### config.mk
export PLATFORM = sky130hd
export DESIGN_NAME = txasm_top
export DESIGN_NICKNAME = d
export VERILOG_FILES = /design/src/rtl/txasm_pkg.sv /design/src/rtl/txasm_field_decode.sv /design/src/rtl/txasm_hdr_track.sv /design/src/rtl/txasm_ctrl.sv /design/src/rtl/txasm_top.sv
export SDC_FILE = /design/constraint.sdc
export NUM_CORES = 1
export LEC_CHECK = 0
export BUFFER_PORTS_ARGS = -buffer_cell sky130_fd_sc_hd__buf_4
export CAP_MARGIN = 20
export CORE_MARGIN = 2
export CORE_UTILIZATION = 40
export DETAILED_ROUTE_END_ITERATION = 6
export PLACE_DENSITY = 0.71
export SETUP_SLACK_MARGIN = 0.2
export SYNTH_ARGS = -nofsm -noshare
export SYNTH_HDL_FRONTEND = slang
export SYNTH_SLANG_ARGS = --single-unit
### constraint.sdc
create_clock -name clk -period 4 [get_ports clk]
set_clock_uncertainty 0.15 [all_clocks]
set_input_delay 0.2 -clock clk [delete_from_list [all_inputs] [get_ports clk]]
set_output_delay 0.2 -clock clk [all_outputs]
set_load 0.01 [all_outputs]
### src/rtl/txasm_pkg.sv
package txasm_pkg;
  localparam int DESC_W   = 128;
  localparam int UP_BASE  = 64;
  localparam int LEG_LEN_W = 16;
  localparam int EXT_LEN_W = 20;
  localparam int B_EOP    = UP_BASE + 24;
  localparam int B_EXT    = UP_BASE + 29;
  localparam int B_VLAN   = UP_BASE + 30;
  localparam int B_DONE_LO = UP_BASE + 32;

  typedef enum logic [1:0] {
    ST_IDLE  = 2'd0,
    ST_SPACE = 2'd1,
    ST_ISSUE = 2'd2,
    ST_WAIT  = 2'd3
  } asm_state_t;

  function automatic logic [DESC_W-1:0] mark_done(input logic [DESC_W-1:0] d);
    logic [DESC_W-1:0] r;
    r = d;
    r[B_DONE_LO +: 4] = 4'h1;
    return r;
  endfunction
endpackage

### src/rtl/txasm_field_decode.sv
module txasm_field_decode
  import txasm_pkg::*;
#(
  parameter int LEN_W = 20
) (
  input  logic [DESC_W-1:0] desc,
  output logic [LEN_W-1:0]  buf_len,
  output logic [63:0]       buf_addr,
  output logic              is_eop,
  output logic              is_vlan
);
  logic ext_fmt;
  assign ext_fmt  = desc[B_EXT];
  assign is_eop   = desc[B_EOP];
  assign is_vlan  = desc[B_VLAN];
  assign buf_addr = desc[63:0];

  always_comb begin
    buf_len = '0;
    if (ext_fmt) buf_len = LEN_W'(desc[UP_BASE +: EXT_LEN_W]);
    else         buf_len = LEN_W'(desc[UP_BASE +: LEG_LEN_W]);
  end
endmodule

### src/rtl/txasm_hdr_track.sv
module txasm_hdr_track #(
  parameter int LEN_W = 20
) (
  input  logic             clk,
  input  logic             rst,
  input  logic             save,
  input  logic [LEN_W-1:0] save_len,
  input  logic             clear,
  output logic [LEN_W-1:0] hdr_len,
  output logic             hdr_busy
);
  always_ff @(posedge clk) begin
    if (rst) begin
      hdr_len  <= '0;
      hdr_busy <= 1'b0;
    end else if (save) begin
      hdr_len  <= save_len;
      hdr_busy <= 1'b1;
    end else if (clear) begin
      hdr_len  <= '0;
      hdr_busy <= 1'b0;
    end
  end

  AST_SINGLE_HDR: assert property (@(posedge clk) disable iff (rst)
    save |-> !hdr_busy);
  AST_SAVE_CLEAR_EXCL: assert property (@(posedge clk) disable iff (rst)
    !(save && clear));
endmodule

### src/rtl/txasm_ctrl.sv
module txasm_ctrl
  import txasm_pkg::*;
#(
  parameter int LEN_W  = 20,
  parameter int FREE_W = 21
) (
  input  logic              clk,
  input  logic              rst,
  input  logic              desc_valid,
  output logic              desc_ready,
  input  logic [DESC_W-1:0] desc_in,
  input  logic [LEN_W-1:0]  dec_len,
  input  logic [63:0]       dec_addr,
  input  logic              dec_eop,
  input  logic              dec_vlan,
  input  logic [LEN_W-1:0]  hdr_len,
  input  logic              hdr_busy,
  output logic              hdr_save,
  output logic [LEN_W-1:0]  hdr_save_len,
  output logic              hdr_clear,
  input  logic [FREE_W-1:0] fifo_free,
  output logic              fifo_rsv_valid,
  output logic [LEN_W-1:0]  fifo_rsv_len,
  output logic              dma_req_valid,
  output logic [63:0]       dma_addr,
  output logic [LEN_W-1:0]  dma_len,
  output logic [LEN_W-1:0]  dma_off,
  input  logic              dma_done,
  output logic              wb_valid,
  output logic [DESC_W-1:0] wb_desc,
  output logic              pkt_valid,
  output logic [LEN_W:0]    pkt_len,
  output logic              desc_err
);
  localparam int CMP_W = (FREE_W > LEN_W) ? FREE_W : LEN_W;

  asm_state_t        state;
  logic [DESC_W-1:0] cur_desc;
  logic [LEN_W-1:0]  cur_len;
  logic [63:0]       cur_addr;
  logic              cur_eop;

  logic              accept, refuse, zero_len, finish_now, fin_eop, room_ok;
  logic [LEN_W-1:0]  fin_len;
  logic [LEN_W:0]    total;

  assign desc_ready = (state == ST_IDLE);
  assign accept     = desc_ready && desc_valid;
  assign refuse     = dec_vlan || (!dec_eop && hdr_busy);
  assign zero_len   = (dec_len == '0);
  assign room_ok    = CMP_W'(fifo_free) > CMP_W'(cur_len);

  always_comb begin
    finish_now = 1'b0;
    fin_eop    = cur_eop;
    fin_len    = cur_len;
    if (state == ST_IDLE) begin
      finish_now = accept && !refuse && zero_len;
      fin_eop    = dec_eop;
      fin_len    = dec_len;
    end else if (state == ST_WAIT) begin
      finish_now = dma_done;
    end
  end

  assign total        = {1'b0, fin_len} + {1'b0, hdr_len};
  assign hdr_save     = finish_now && !fin_eop;
  assign hdr_save_len = fin_len;
  assign hdr_clear    = finish_now && fin_eop;

  always_ff @(posedge clk) begin
    if (rst) begin
      state          <= ST_IDLE;
      cur_desc       <= '0;
      cur_len        <= '0;
      cur_addr       <= '0;
      cur_eop        <= 1'b0;
      fifo_rsv_valid <= 1'b0;
      fifo_rsv_len   <= '0;
      dma_req_valid  <= 1'b0;
      dma_addr       <= '0;
      dma_len        <= '0;
      dma_off        <= '0;
      wb_valid       <= 1'b0;
      wb_desc        <= '0;
      pkt_valid      <= 1'b0;
      pkt_len        <= '0;
      desc_err       <= 1'b0;
    end else begin
      fifo_rsv_valid <= 1'b0;
      dma_req_valid  <= 1'b0;
      wb_valid       <= 1'b0;
      pkt_valid      <= 1'b0;
      desc_err       <= 1'b0;
      case (state)
        ST_IDLE: begin
          if (accept) begin
            if (refuse) begin
              desc_err <= 1'b1;
            end else begin
              cur_desc <= desc_in;
              cur_len  <= dec_len;
              cur_addr <= dec_addr;
              cur_eop  <= dec_eop;
              if (!zero_len) state <= ST_SPACE;
            end
          end
        end
        ST_SPACE: begin
          if (room_ok) begin
            fifo_rsv_valid <= 1'b1;
            fifo_rsv_len   <= cur_len;
            state          <= ST_ISSUE;
          end
        end
        ST_ISSUE: begin
          dma_req_valid <= 1'b1;
          dma_addr      <= cur_addr;
          dma_len       <= cur_len;
          dma_off       <= hdr_len;
          state         <= ST_WAIT;
        end
        default: begin
          if (dma_done) state <= ST_IDLE;
        end
      endcase
      if (finish_now) begin
        wb_valid <= 1'b1;
        wb_desc  <= mark_done((state == ST_IDLE) ? desc_in : cur_desc);
        if (fin_eop) begin
          pkt_len   <= total;
          pkt_valid <= (total != '0);
        end
      end
    end
  end

  AST_RSV_HAS_ROOM: assert property (@(posedge clk) disable iff (rst)
    fifo_rsv_valid |-> (CMP_W'($past(fifo_free)) > CMP_W'($past(cur_len))));
  AST_REQ_AFTER_RSV: assert property (@(posedge clk) disable iff (rst)
    dma_req_valid |-> $past(fifo_rsv_valid));
  AST_REQ_LEN_MATCH: assert property (@(posedge clk) disable iff (rst)
    dma_req_valid |-> (dma_len == $past(fifo_rsv_len)));
  AST_WB_DONE_FIELD: assert property (@(posedge clk) disable iff (rst)
    wb_valid |-> (wb_desc[B_DONE_LO +: 4] == 4'h1));
  AST_PKT_NONZERO: assert property (@(posedge clk) disable iff (rst)
    pkt_valid |-> (pkt_len != '0));
  AST_ERR_ALONE: assert property (@(posedge clk) disable iff (rst)
    $onehot0({desc_err, wb_valid, fifo_rsv_valid, dma_req_valid}));
endmodule

### src/rtl/txasm_top.sv
module txasm_top
  import txasm_pkg::*;
#(
  parameter int LEN_W  = 20,
  parameter int FREE_W = 21
) (
  input  logic              clk,
  input  logic              rst,
  input  logic              desc_valid,
  output logic              desc_ready,
  input  logic [127:0]      desc_in,
  input  logic [FREE_W-1:0] fifo_free,
  output logic              fifo_rsv_valid,
  output logic [LEN_W-1:0]  fifo_rsv_len,
  output logic              dma_req_valid,
  output logic [63:0]       dma_addr,
  output logic [LEN_W-1:0]  dma_len,
  output logic [LEN_W-1:0]  dma_off,
  input  logic              dma_done,
  output logic              wb_valid,
  output logic [127:0]      wb_desc,
  output logic              pkt_valid,
  output logic [LEN_W:0]    pkt_len,
  output logic              desc_err
);
  logic [LEN_W-1:0] dec_len, hdr_len, hdr_save_len;
  logic [63:0]      dec_addr;
  logic             dec_eop, dec_vlan, hdr_busy, hdr_save, hdr_clear;

  txasm_field_decode #(.LEN_W(LEN_W)) u_dec (
    .desc(desc_in), .buf_len(dec_len), .buf_addr(dec_addr),
    .is_eop(dec_eop), .is_vlan(dec_vlan)
  );

  txasm_hdr_track #(.LEN_W(LEN_W)) u_hdr (
    .clk(clk), .rst(rst), .save(hdr_save), .save_len(hdr_save_len),
    .clear(hdr_clear), .hdr_len(hdr_len), .hdr_busy(hdr_busy)
  );

  txasm_ctrl #(.LEN_W(LEN_W), .FREE_W(FREE_W)) u_ctrl (
    .clk(clk), .rst(rst), .desc_valid(desc_valid), .desc_ready(desc_ready),
    .desc_in(desc_in), .dec_len(dec_len), .dec_addr(dec_addr),
    .dec_eop(dec_eop), .dec_vlan(dec_vlan), .hdr_len(hdr_len),
    .hdr_busy(hdr_busy), .hdr_save(hdr_save), .hdr_save_len(hdr_save_len),
    .hdr_clear(hdr_clear), .fifo_free(fifo_free),
    .fifo_rsv_valid(fifo_rsv_valid), .fifo_rsv_len(fifo_rsv_len),
    .dma_req_valid(dma_req_valid), .dma_addr(dma_addr), .dma_len(dma_len),
    .dma_off(dma_off), .dma_done(dma_done), .wb_valid(wb_valid),
    .wb_desc(wb_desc), .pkt_valid(pkt_valid), .pkt_len(pkt_len),
    .desc_err(desc_err)
  );

  AST_OFF_ZERO_IDLE_HDR: assert property (@(posedge clk) disable iff (rst)
    (dma_req_valid && !$past(hdr_busy)) |-> (dma_off == '0));
endmodule

---- Word level (Yosys, flattened, before mapping) ----
Index checks and enable logic that the tools add are counted.
operators by class
  add/sub/neg operators ................... 1
  reductions and logical operators ........ 22
  eq/ne operators ......................... 7
  order comparisons ....................... 1
  bitwise gates (word level) .............. 6
  muxes and demuxes ....................... 20
operators by type and width
  kind                                                   count
  two-way mux 128 bit                                    1
  two-way mux 20 bit                                     4
  adder 20 x 20 -> 21 bit                                1
  greater-than comparator 21 x 20 -> 1 bit               1
  nonzero test 21 bit                                    1
  logical NOT 20 bit                                     1
  two-way mux 2 bit                                      5
  two-way mux 1 bit                                      9
  logical AND 1 bit                                      6
  inequality test 2 bit, second input constant           3
  inverter 1 bit                                         6
  one-hot mux 2 bit (3 select lines)                     1
  OR reduction 3 bit                                     2
  AND reduction 5 bit                                    1
  == test 2 bit, second input constant                   2
  AND reduction 2 bit                                    2
  nonzero test 4 bit                                     1
  logical NOT 1 bit                                      3
  AND reduction 3 bit                                    1
  == test 2 x 1 -> 1 bit, second input constant          1
  logical NOT 2 bit                                      1
  inequality test 2 x 1 -> 1 bit, second input constant  1
  nonzero test 2 bit                                     1
  OR reduction 2 bit                                     1
  logical OR 1 bit                                       1
storage, ports and cells
  logic and storage cells ................. 75
  output and inout port bits .............. 279
  flip-flop bits (word level) ............. 511
  input port bits ......................... 153

---- Longest topological paths before layout ----
Gate-level depths: netlist of run 1.
  depth in word-level cells ............... 10
  depth in mapped cells ................... 17
  gate-level depth less buffers ........... 15

---- By module ----
Synthesis of run 1 repeated with hierarchy kept, for this count alone.
unflattened totals
  cells, all modules ...................... 2459
  area total of the unflattened synthesis .. 21261.6 µm²
modules (own cells, without submodules)
  module              area an instance (µm²)  instances  seq. area each (µm²)  cells each
  txasm_ctrl          19730.2                 1          9729.3                2280
  txasm_hdr_track     890.9                   1          420.4                 93
  txasm_field_decode  640.6                   1          0.0                   86

---- Worst setup path before layout of run 1 ----
OpenSTA, ideal clock, no wires.
  path kind ............................... register -> register
  start point ............................. reg u_ctrl.state[0]
  end point ............................... reg u_ctrl.pkt_len[19]
  clock period less this slack ............ 3916 ps
  stages on the path, launching flop included .. 17
  setup time .............................. 117 ps
  data required time ...................... 3733 ps
  setup slack ............................. 84 ps
  path buffers ............................ 3
  arrival ................................. 3649 ps
  cells stage by stage .................... dfxtp_1 > inv_1 > ha_1 > buf_2 > buf_1 > mux2i_1 > inv_1 > ha_1 > buf_2 > a2111oi_2 > o21ai_1 > a31oi_2 > o211ai_1 > a2111oi_2 > nor4_1 > or2_1 > a22o_1
between the ends
  elaborated cells between the ends (all ways) .. 11
  those cells by class .................... add/sub: 1; eq/ne: 1; mux: 4; reduce/logical: 5
RTL lines
  what                      RTL line           RTL
  start: declaration        txasm_ctrl.sv:37   asm_state_t state;
  start signal: assignment  txasm_ctrl.sv:73   state <= ST_IDLE;
  start signal: assignment  txasm_ctrl.sv:105  if (!zero_len) state <= ST_SPACE;
  start signal: assignment  txasm_ctrl.sv:113  state <= ST_ISSUE;
  logical NOT 2 bit         txasm_ctrl.sv:47   assign desc_ready = (state == ST_IDLE);
  via desc_ready            txasm_top.sv:10    output logic desc_ready,
  two-way mux 20 bit        txasm_ctrl.sv:57   if (state == ST_IDLE) begin
  via hdr_save_len[6]       txasm_top.sv:26    logic [LEN_W-1:0] dec_len, hdr_len, hdr_save_len;
  adder 20 x 20 -> 21 bit   txasm_ctrl.sv:66   assign total = {1'b0, fin_len} + {1'b0, hdr_len};
  end signal: assignment    txasm_ctrl.sv:131  pkt_len <= total;
  end: declaration          txasm_ctrl.sv:32   output logic [LEN_W:0] pkt_len,
The timed path passes the listed nets, and every way through them passes these cells.
A chain may end at the register's enable or synchronous reset.

---- Worst setup path after layout of run 1 ----
  start point ............................. reg u_ctrl.state[1]
  end point ............................... reg u_ctrl.pkt_valid
between the ends
  elaborated cells between the ends (all ways) .. 14
  those cells by class .................... add/sub: 1; eq/ne: 1; mux: 4; bitwise: 2; reduce/logical: 6
RTL lines
  what                     RTL line           RTL
  logical NOT 2 bit        txasm_ctrl.sv:57
  two-way mux 20 bit       txasm_ctrl.sv:57
  via hdr_save_len[2]      txasm_top.sv:26
  adder 20 x 20 -> 21 bit  txasm_ctrl.sv:66
  nonzero test 21 bit      txasm_ctrl.sv:132  pkt_valid <= (total != '0);
  end signal: assignment   txasm_ctrl.sv:132
  end: declaration         txasm_ctrl.sv:31   output logic pkt_valid,
The timed path passes the listed nets, and every way through them passes these cells.

==> summary.md, run 1 <==
| Metric | Value |
|---|---|
| Status | `complete, no violations` |
| Root Driver | `clkbuf_16` |
| Cell-internal power | `8.90 mW` |
| Layout cells sized above 1 | `22.8%` |
| Hold Path Class | `in2reg` |
| CTS tree | `built` |
| Maximum capacitance violations | `0` |
| Number of port buffers | `424` |
| Syn Area/Cell | `9.00 sq um` |
| Initial DRT Pass Iterations | `5` |
| Placed wire-length estimate | `36.6 mm` |
| Initial core utilization | `40.6%` |
| Maximum clock rate | `272 MHz` |
| Clk network pwr share | `34.5%` |
| Core Footprint | `43200 sq um` |
| M2 GR Usage | `39.4%` |
| CP endpoint kind | `flop` |
| RSZ-0062 raised after global routing | `no` |
| First-pass GRT wire length | `86.2 mm` |
| Commonest non-fill, non-tap cell in the layout | `buf_4` |
| Initial antenna violation count | `2` |
| Post-Syn Instances | `1950` |
| Netlist cell types | `58` |
| Complex-gate fraction of the synthesized area | `13.6%` |
| Die X | `213 um` |
| Flop pwr share | `35.9%` |
| Post-Synth Adder-Cell Area | `3.25%` |
| Largest net degree at the start of global routing | `179` |
| Worst Path Required | `4.30 ns` |
| Crit start category | `flop` |
| Met1 GRT Util | `29.5%` |
| TNS Setup | `0 ns` |
| Syn Std Cell Area | `17500 sq um` |
| Worst-Skew Late Latency | `0.58 ns` |
| Highest ir drop seen on vdd | `0.443 mV` |
| Fin. max-slew vios | `0` |
| GRT met3 Usage | `5.49%` |
| Power share of the combinational group | `29.7%` |
| Post-DR vias/cell | `5.19` |
| Most used routing layer in global routing | `met2` |
| Number of global-route vias before repair | `15800` |
| Post-route DRC | `0` |
| All-layer global routing usage | `23.8%` |
| Crit Path Max Fanout | `6` |
| Utilization after layout | `57.2%` |
| EDFF count, synth | `0` |
| Hold Violations, Final | `0` |
| Seq cells post-synth | `426` |
| Final setup viols | `0` |
| Crit path kind | `reg2reg` |
| Clk buf depth | `3` |
| Final Net Count | `2669` |
| Final worst path period need | `3.67 ns` |
| Routed length per placed instance | `18.2 um` |
| Total wire length | `56.2 mm` |
| Post-route ant nets | `0` |
| Critical Path AT | `3.98 ns` |
| Ys async rst share | `0%` |
| Clock-pin slew on the worst setup and hold paths | `0.06 ns` |
| Total Die Area | `45500 sq um` |
| Largest family of logic cells by synthesized area | `simple AND/OR/NAND/NOR gates` |
| Final GP Congestion | `0.891` |
| Synth Area in Simple Gates | `14.9%` |
| Rows | `76` |
| Layout area overhead | `40.7%` |
| Total grt overflow | `0` |
| Slew margin rel. | `26.9%` |
| R2R Setup Slk | `0.33 ns` |
| Most frequent cells in the layout | `buf_4 (443), dfxtp_1 (424), nor2_1 (287)` |
| Die Height | `213 um` |
| PwrDens | `526 nW/um^2` |
| Mux share of post-synthesis cell area | `14.4%` |
| Dominant synthesized flop cell | `dfxtp_1` |
| Routed via count | `16100` |
| H-tree depth | `2` |
| I/O pin total | `432` |
| Clock sink count | `426` |
| Leak | `10.4 nW` |
| XOR/XNOR Fraction of Synth Area | `0.699%` |
| Fin crit share | `91.9%` |
| Tot Pwr | `13.0 mW` |
| Total CTS buffers | `45` |
| Sw Share | `31.5%` |
| Worst-Margin Slew | `1.10 ns` |
| Seq/Total Area, Yosys | `48.6%` |
| Iter 0 DRT Violations | `1013` |
| Syn. warnings | `0` |
| Switch Pwr | `4.10 mW` |
[Yosys cell counts (all sizes together), types with 5 or more instances]
master    n  area [sq um]
dfxtp   426          8530
nor2    288          1080
nand2   281          1050
mux2i   252          2520
a21oi   167           840
a211oi  129           968
clkbuf   91           342
buf      56           285
inv      46           173
ha       44           551
nor3     24           120
o21ai    20           100
a22o     16           140
nand3    13          65.1
nor2b    10          62.6
xnor2    10          87.6
a21o      9          67.6
nand4     7          43.8
nor4      6          37.5
a31oi     5          37.5
[sequential cells by signal (all words and copies together), names as in the netlist, 4 cells and up]
name / count
u_ctrl.cur_len: 4
u_ctrl.dma_off: 20
u_ctrl.fifo_rsv_len: 20
u_ctrl.dma_addr: 64
u_hdr.hdr_len: 20
u_ctrl.pkt_len: 21
u_ctrl.dma_len: 20
u_ctrl.wb_desc: 125
u_ctrl.cur_desc: 124
[through the flow]
| stage | cells | hold WS (ns) | area (sq um) | worst slack [ns] |
|---|---|---|---|---|
| after floorplan | 1952 | 0.186 | 17600 | 0.207 |
| after global placement | 2836 | 0.290 | 21200 | 0.277 |
| after detailed placement | 2836 | 0.296 | 21200 | 0.239 |
| after CTS | 3084 | 0.0194 | 24400 | 0.227 |
| after global routing | 3093 | 0.0730 | 24700 | 0.180 |
| final | 3093 | 0.0620 | 24700 | 0.326 |
[cell families (layout without fill, tap and decap cells)]
group / count (synthesis) / count (layout)
multiplexers: 253 / 253
buffers and inverters: 193 / 747
AO/OA/AOI/OAI: 371 / 371
other: 1 / 5
flip-flops: 426 / 426
adder cells (fa/ha/maj): 45 / 45
AND/OR/NAND/NOR: 647 / 647
XOR/XNOR: 14 / 14
[critical path, cell delays in order, from the launching register on]
cell,delay (ns)
dfxtp_4,0.36
inv_2,0.08
ha_4,0.24
buf_4,0.17
mux2i_2,0.27
inv_1,0.08
ha_2,0.41
nand2b_4,0.08
a21oi_2,0.13
xnor2_1,0.11
or4_1,0.54
a2111oi_2,0.34
nand4bb_1,0.19
nor4b_2,0.29
a21oi_1,0.10
[per-layer routing]
metal  routed length (um)  vias up
met1                23000     7683
met3                 4070      129
met2                26900      524
li1                     -     7729
met5                    0        -
met4                 2280        0
[final cells by class]
class / count / area, sq um
flip-flops and latches: 426 / 8530
inverters: 46 / 173
clock inverters: 19 / 303
multi-input cells: 1333 / 8470
diodes: 2 / 5.00
well taps: 585 / 732
repair buffers: 619 / 5180
fillers: 3677 / 18500
clock buffers: 63 / 1280
[power by group through the flow]
stage | Combinational (mW) | Clock, mW | Sequential (mW)
2_1_floorplan | 2.43 | 0 | 4.72
3_3_place_gp | 3.37 | 0 | 4.72
3_5_place_dp | 3.43 | 0 | 4.74
4_1_cts | 3.61 | 4.55 | 4.64
5_1_grt | 4.15 | 4.72 | 4.68
6_report | 3.85 | 4.48 | 4.66
[path summary, 6_finish.rpt]
| kind | cells past startpoint | to | start |
|---|---|---|---|
| min | 4 | u_ctrl.wb_valid | dma_done |
| max reg2reg | 14 | u_ctrl.pkt_valid | u_ctrl.state[1] |
| min reg2reg | 2 | u_ctrl.cur_desc[111] | u_ctrl.cur_desc[111] |
| max | 14 | u_ctrl.pkt_valid | u_ctrl.state[1] |
[repair_timing]
action / 4_1_cts / 5_1_grt
setup buffers: 0 / 7
endpoints found under the hold margin: 273 / 0
pin swaps: 0 / 9
hold buffers: 166 / 0
setup endpoints to repair: 1 / 4
resized for setup: 1 / 49
(Power assumes the default switching activity.)
==> inputs of run 2 (changes only) <==
PLACE_DENSITY = 0.69   (was 0.71)
clock period = 3.5 ns   (was 4 ns; I/O delays follow)
==> run 2 against run 1 <==
Net effect: via count shrank 1.1%; critical path depth is the same; count of clock-buffer cells in the layout grew 2; critical path type unchanged; largest cell class is now multi-input gates.
==> summary.md, run 2 (synthesized netlist as in run 1, its figures left out) <==
| Metric | Value |
|---|---|
| CP endpoint kind | `flop` |
| Core Footprint | `43200 sq um (unchanged)` |
| Layout area overhead | `40.6%` |
| Total Die Area | `45500 sq um (unchanged)` |
| Most frequent cells in the layout | `buf_4 (474), dfxtp_1 (424), nor2_1 (283)` |
| Number of port buffers | `424 (unchanged)` |
| Design area | `24700 sq um (-0.11%)` |
| H-tree depth | `2 (unchanged)` |
| Number of global-route vias before repair | `15500 (-2.2%)` |
| Clk buf depth | `3 (unchanged)` |
| Largest net degree at the start of global routing | `195 (+8.9%)` |
| Fin. max-slew vios | `0 (unchanged)` |
| Rows | `76 (unchanged)` |
| Final GP Congestion | `0.907 (+1.8%)` |
| Initial core utilization | `40.6% (unchanged)` |
| Total CTS buffers | `45 (unchanged)` |
| Clock-pin slew on the worst setup and hold paths | `0.06 ns (about the same)` |
| Post-route DRC | `0 (unchanged)` |
| Initial DRT Pass Iterations | `5 (unchanged)` |
| First-pass GRT wire length | `83.9 mm (-2.6%)` |
| Placed cell count | `2862 (+0.92%)` |
| Total grt overflow | `0 (unchanged)` |
| I/O pin total | `432 (unchanged)` |
| Placed wire-length estimate | `36.4 mm (-0.41%)` |
| Regs by FF count | `u_ctrl.wb_desc x125, u_ctrl.cur_desc x124, u_ctrl.dma_addr x64` |
| Iter 0 DRT Violations | `972 (-4.0%)` |
| Maximum capacitance violations | `0 (unchanged)` |
| Crit Path Max Fanout | `5 (-1)` |
| Die Height | `213 um (unchanged)` |
| Max reg flops | `125 (unchanged)` |
| DR WL met2 | `26.1 mm (-2.9%)` |
| Clock sink count | `426 (unchanged)` |
| Crit path kind | `reg2reg` |
| Final Non-Filler Cells | `3089 (-0.13%)` |
| Worst-Margin Slew | `0.945 ns (-0.152 ns)` |
| Leak | `10.3 nW (-0.68%)` |
| Hold Path Class | `in2reg` |
| All-layer global routing usage | `23.1% (-0.63 points)` |
| Maximum clock rate | `287 MHz (+5.5%)` |
| M1 WL | `23.2 mm (+0.81%)` |
| Final worst path period need | `3.48 ns (-0.191 ns)` |
| Top routing layer in use | `met4` |
| Met3 routed wirelength | `3.95 mm (-2.9%)` |
| Worst-Skew Late Latency | `0.58 ns (about the same)` |
| Tot Pwr | `14.9 mW (+14%)` |
| Layout cells sized above 1 | `24.7% (+1.8 points)` |
| Fin crit share | `99.5% (+7.7 points)` |
| Routed via count | `15900 (-1.1%)` |
| Slew margin rel. | `37.0% (+10 points)` |
| Initial antenna violation count | `2 (unchanged)` |
| Crit start category | `flop` |
| Commonest non-fill, non-tap cell in the layout | `buf_4` |
| Utilization after layout | `57.1% (-0.061 points)` |
| CTS tree | `built` |
| Critical path, cell by cell | `inv_4, ha_4, buf_12, mux2i_4, inv_2, ha_4, a2111oi_4, o21ai_2, a31oi_4, o211ai_1, a2111oi_2, nor4_1, nor4_1, a21oi_1` |
| Total wire length | `55.3 mm (-1.7%)` |
| Root Driver | `clkbuf_16` |
| Hold Violations, Final | `0 (unchanged)` |
| Status | `complete, no violations` |
| Post-route ant nets | `0 (unchanged)` |
| Routed length per placed instance | `17.9 um (-1.6%)` |
| Critical Path AT | `3.79 ns (-0.19 ns)` |
| Post-DR vias/cell | `5.14 (-1.0%)` |
| Final setup viols | `0 (unchanged)` |
| Worst path max stage delay | `0.46 ns (-0.08 ns)` |
| CP max stage cell | `a2111oi_2` |
| Placed cell area | `21400 sq um (+1.2%)` |
| PwrDens | `603 nW/um^2 (+15%)` |
| Reg with most FFs | `u_ctrl.wb_desc` |
| Die X | `213 um (unchanged)` |
| TNS Setup | `0 ns (unchanged)` |
| Worst Path Required | `3.81 ns (-0.49 ns)` |
| Final Net Count | `2665 (-0.15%)` |
| Highest ir drop seen on vdd | `0.615 mV (+39%)` |
| RSZ-0062 raised after global routing | `yes` |
-- run 2: area by class of cell --
cell class	count	area [sq um]
Inverter	46	178
Timing Repair Buffer	615	5090
Clock buffer	65	1310
Fill cell	3772	18500
Tap cell	585	732
Antenna cell	3	7.51
Sequential cell	426	8530
Multi-Input combinational cell	1333	8600
Clock inverter	16	210
-- run 2: report_power, final --
group          internal [mW]  switching (mW)  total, mW  leakage [nW]
Combinational           2.12            2.53       4.65          6.13
Clock                   2.91            1.99       4.90         0.756
Sequential              5.12           0.196       5.32          3.44
-- run 2: worst max-delay path, delay by kind of cell (launching register included) --
| kind | cells | cell delay (ns) |
|---|---|---|
| AO/OA/AOI/OAI | 6 | 1.43 |
| AND/OR/NAND/NOR | 2 | 0.46 |
| adder cells (fa/ha/maj) | 2 | 0.43 |
| flip-flops | 1 | 0.35 |
| buffers and inverters | 3 | 0.28 |
| multiplexers | 1 | 0.25 |
-- run 2: through the flow --
| stage | worst slack, ns | hold WS, ns |
|---|---|---|
| floorplan | 0.105 | 0.161 |
| global placement | 0.0939 | 0.282 |
| detailed placement | -0.0323 | 0.290 |
| CTS | 0.0153 | 0.0512 |
| global route | -0.156 | 0.153 |
| finish | 0.0165 | 0.0701 |
-- run 2: worst paths after layout --
| kind | from | end | slack [ns] | cells after the start |
|---|---|---|---|---|
| setup reg to reg | u_ctrl.state[1] | u_ctrl.pkt_valid | 0.02 | 14 |
| hold reg to reg | u_ctrl.cur_desc[87] | u_ctrl.cur_desc[87] | 0.30 | 2 |
| setup / recovery | u_ctrl.state[1] | u_ctrl.pkt_valid | 0.02 | 14 |
| hold / removal | desc_in[93] | u_hdr.hdr_len[18] | 0.07 | 6 |
-- run 2: timing repair --
| action | in CTS | in global routing |
|---|---|---|
| setup buffers | 4 | 10 |
| endpoints found under the hold margin | 277 | 0 |
| setup endpoints to repair | 3 | 39 |
| resized for setup | 15 | 42 |
| gates cloned | 0 | 1 |
| hold buffers | 128 | 0 |
| pin swaps | 0 | 20 |
-- run 2: routing by layer --
layer | track usage (%) | vias up
met5 | 0 | -
met4 | 9.43 | 0
met3 | 5.68 | 117
met2 | 38.1 | 526
met1 | 29.1 | 7510
li1 | - | 7728
==> inputs of run 3 (changes only) <==
GPL_TIMING_DRIVEN = 0   (was not set)
==> run 3 against run 2 <==
Net effect: the run now ends with setup timing left; highest routed layer unchanged; total power rose by 2.7%; flip-flop and latch count did not move; clock power rose by 4.3%; via count rose by 4.9%; design area rose by 1.5%; fmax fell by 4.4%; first-iteration DRC count fell by 8.6%; setup slack got worse by 0.16 ns; combinational power rose by 4.3%; register-to-register slack got worse by 0.16 ns.
==> summary.md, run 3 (synthesized netlist as in run 1, its figures left out) <==
| Metric | Value |
|---|---|
| Status | `finished with violations` |
| Failing checks | `setup timing` |
| Total Die Area | `45500 sq um (unchanged)` |
| Rows | `76 (unchanged)` |
| Worst-Margin Slew | `1.10 ns (+0.159 ns)` |
| Clock sink count | `426 (unchanged)` |
| Final GP Congestion | `0.889 (-2.0%)` |
| Post-DR vias/cell | `5.20 (+1.2%)` |
| Multi-input combinational cell area | `8680 sq um (+0.92%)` |
| Die Height | `213 um (unchanged)` |
| Crit path kind | `reg2reg` |
| Reg with most FFs | `u_ctrl.wb_desc` |
| I/O pin total | `432 (unchanged)` |
| CP endpoint kind | `flop` |
| Routed length per placed instance | `19.9 um (+11%)` |
| Initial core utilization | `40.6% (unchanged)` |
| CTS tree | `built` |
| Root Driver | `clkbuf_16` |
| Clock-pin slew on the worst setup and hold paths | `0.06 ns (about the same)` |
| RSZ-0062 raised after global routing | `yes` |
| Cell-internal power | `10.3 mW (+1.3%)` |
| Fillers | `3822 (+1.3%)` |
| Post-route ant nets | `0 (unchanged)` |
| Layout cells sized above 1 | `24.1% (-0.57 points)` |
| Clk buf depth | `3 (unchanged)` |
| Clk network pwr share | `33.4% (+0.4 points)` |
| Commonest non-fill, non-tap cell in the layout | `buf_4` |
| Storage cell area | `8530 sq um (about the same)` |
| Crit start category | `flop` |
| Iter 0 DRT Violations | `888 (-8.6%)` |
| Total wire length | `63.6 mm (+15%)` |
| Placed wire-length estimate | `46.3 mm (+27%)` |
| Total grt overflow | `0 (unchanged)` |
| TNS Setup | `-0.267 ns (-0.267 ns)` |
| Post-route DRC | `0 (unchanged)` |
| Highest ir drop seen on vdd | `0.388 mV (-37%)` |
| Number of global-route vias before repair | `16500 (+6.5%)` |
| PwrDens | `610 nW/um^2 (+1.2%)` |
| Leak | `10.5 nW (+1.5%)` |
| Power share of the combinational group | `31.7% (+0.4 points)` |
| Max reg flops | `125 (unchanged)` |
| Worst-Skew Late Latency | `0.60 ns (+0.02 ns)` |
| Regs by FF count | `u_ctrl.wb_desc x125, u_ctrl.cur_desc x124, u_ctrl.dma_addr x64` |
| Sw Share | `32.7% (+0.96 points)` |
| Final WS setup | `-0.143 ns (-0.159 ns)` |
| Final setup viols | `2 (+2)` |
| Maximum clock rate | `275 MHz (-4.4%)` |
| Flop pwr share | `34.8% (-1.0 points)` |
| Fin. max-slew vios | `0 (unchanged)` |
| Final Net Count | `2771 (+4.0%)` |
| Final worst path period need | `3.64 ns (+0.159 ns)` |
| Worst Path Required | `3.84 ns (+0.03 ns)` |
| Hold Violations, Final | `0 (unchanged)` |
| Layout area overhead | `42.7%` |
| Core Footprint | `43200 sq um (unchanged)` |
| Dpl ws | `-0.596 ns (-0.563 ns)` |
| Worst hold margin | `0.0482 ns (-0.0219 ns)` |
| Slew margin rel. | `26.4% (-11 points)` |
| Total CTS buffers | `47 (+4.4%)` |
| Hold Path Class | `in2reg` |
| Routed via count | `16700 (+4.9%)` |
| Initial DRT Pass Iterations | `5 (unchanged)` |
| Die X | `213 um (unchanged)` |
| First-pass GRT wire length | `93.5 mm (+11%)` |
| Fin crit share | `104% (+4.6 points)` |
| Most frequent cells in the layout | `buf_4 (454), dfxtp_1 (424), nor2_1 (283)` |
| Number of port buffers | `423 (-0.24%)` |
| Initial antenna violation count | `4 (+2)` |
| Crit Path Max Fanout | `9 (+4)` |
| Largest net degree at the start of global routing | `14 (-93%)` |
| All-layer global routing usage | `26.8% (+3.6 points)` |
| Maximum capacitance violations | `0 (unchanged)` |
| Critical Path AT | `3.98 ns (+0.19 ns)` |
| H-tree depth | `2 (unchanged)` |
| Switch Pwr | `4.99 mW (+5.8%)` |
## run 3: changes by cell type in the layout (fill, tap and decap cells not counted), sizes merged
cell / before / now
buf: 486 / 499
bufinv: 4 / 6
diode: 3 / 6
dlygate4sd3: 128 / 127
clkinv: 11 / 15
clkbuf: 66 / 154
clkinvlp: 0 / 3
## run 3: final timing paths
| path | slack, ns | end | cells after the start | start |
|---|---|---|---|---|
| min reg2reg | 0.30 | u_ctrl.cur_desc[117] | 2 | u_ctrl.cur_desc[117] |
| max reg2reg | -0.14 | u_ctrl.pkt_len[19] | 18 | u_ctrl.state[0] |
| min | 0.05 | u_ctrl.cur_desc[93] | 4 | desc_in[93] |
| max | -0.14 | u_ctrl.pkt_len[19] | 18 | u_ctrl.state[0] |
## run 3: metal layers
layer  up-vias  part of all wire [%]  global-route usage [%]
met5         -                     0                       0
met1      7934                    42                    32.6
met2       603                    47                    45.1
met4         0                   4.2                    12.5
li1       7966                     -                       -
met3       156                   6.8                    5.80
## run 3: power groups by stage
stage / logic (mW) / registers [mW] / clock network [mW]
2_1_floorplan: 2.87 / 5.40 / 0
4_1_cts: 4.62 / 5.31 / 5.16
3_5_place_dp: 4.13 / 5.42 / 0
5_1_grt: 5.18 / 5.35 / 5.36
6_report: 4.85 / 5.32 / 5.11
3_3_place_gp: 4.08 / 5.41 / 0
## run 3: cell type report
cell class / instances / area share (%)
timing repair buffer: 572 / 18.5
tap: 585 / 2.92
clock inverter: 25 / 1.20
buffer: 147 / 2.83
multi-input combinational: 1333 / 34.7
sequential: 426 / 34.1
antenna: 6 / 0.0600
inverter: 46 / 0.690
clock buffer: 61 / 5.07
## run 3: metrics by stage
step                instance area, sq um  cells  total power [mW]  util, %
floorplan                          17600   1952              8.27        -
CTS                                24700   3187              15.1     57.2
finish                             25000   3201              15.3     58.0
detailed placement                 21500   2960              9.55     49.9
global placement                   21500   2960              9.48     49.9
global route                       25000   3198              15.9     58.0
## run 3: what timing repair did
action	4_1_cts	5_1_grt
hold buffers	127	0
pin swaps	10	23
resized for setup	49	47
buffers inserted	14	8
hold endpoints to repair	256	0
endpoints found under the setup margin	11	19
## run 3: worst max-delay path, stage by stage (launching register included)
cell and delay, ns:
dfxtp_2 0.33, inv_2 0.07, ha_4 0.15, buf_12 0.12, buf_12 0.15, buf_12 0.15, mux2i_4 0.25, inv_1 0.06
ha_1 0.31, buf_6 0.15, nand2_1 0.10, nor2_2 0.16, a31oi_4 0.12, o211ai_1 0.21, buf_4 0.18, a2111oi_4 0.08
o31a_1 0.36, or2_1 0.23, a22o_1 0.19
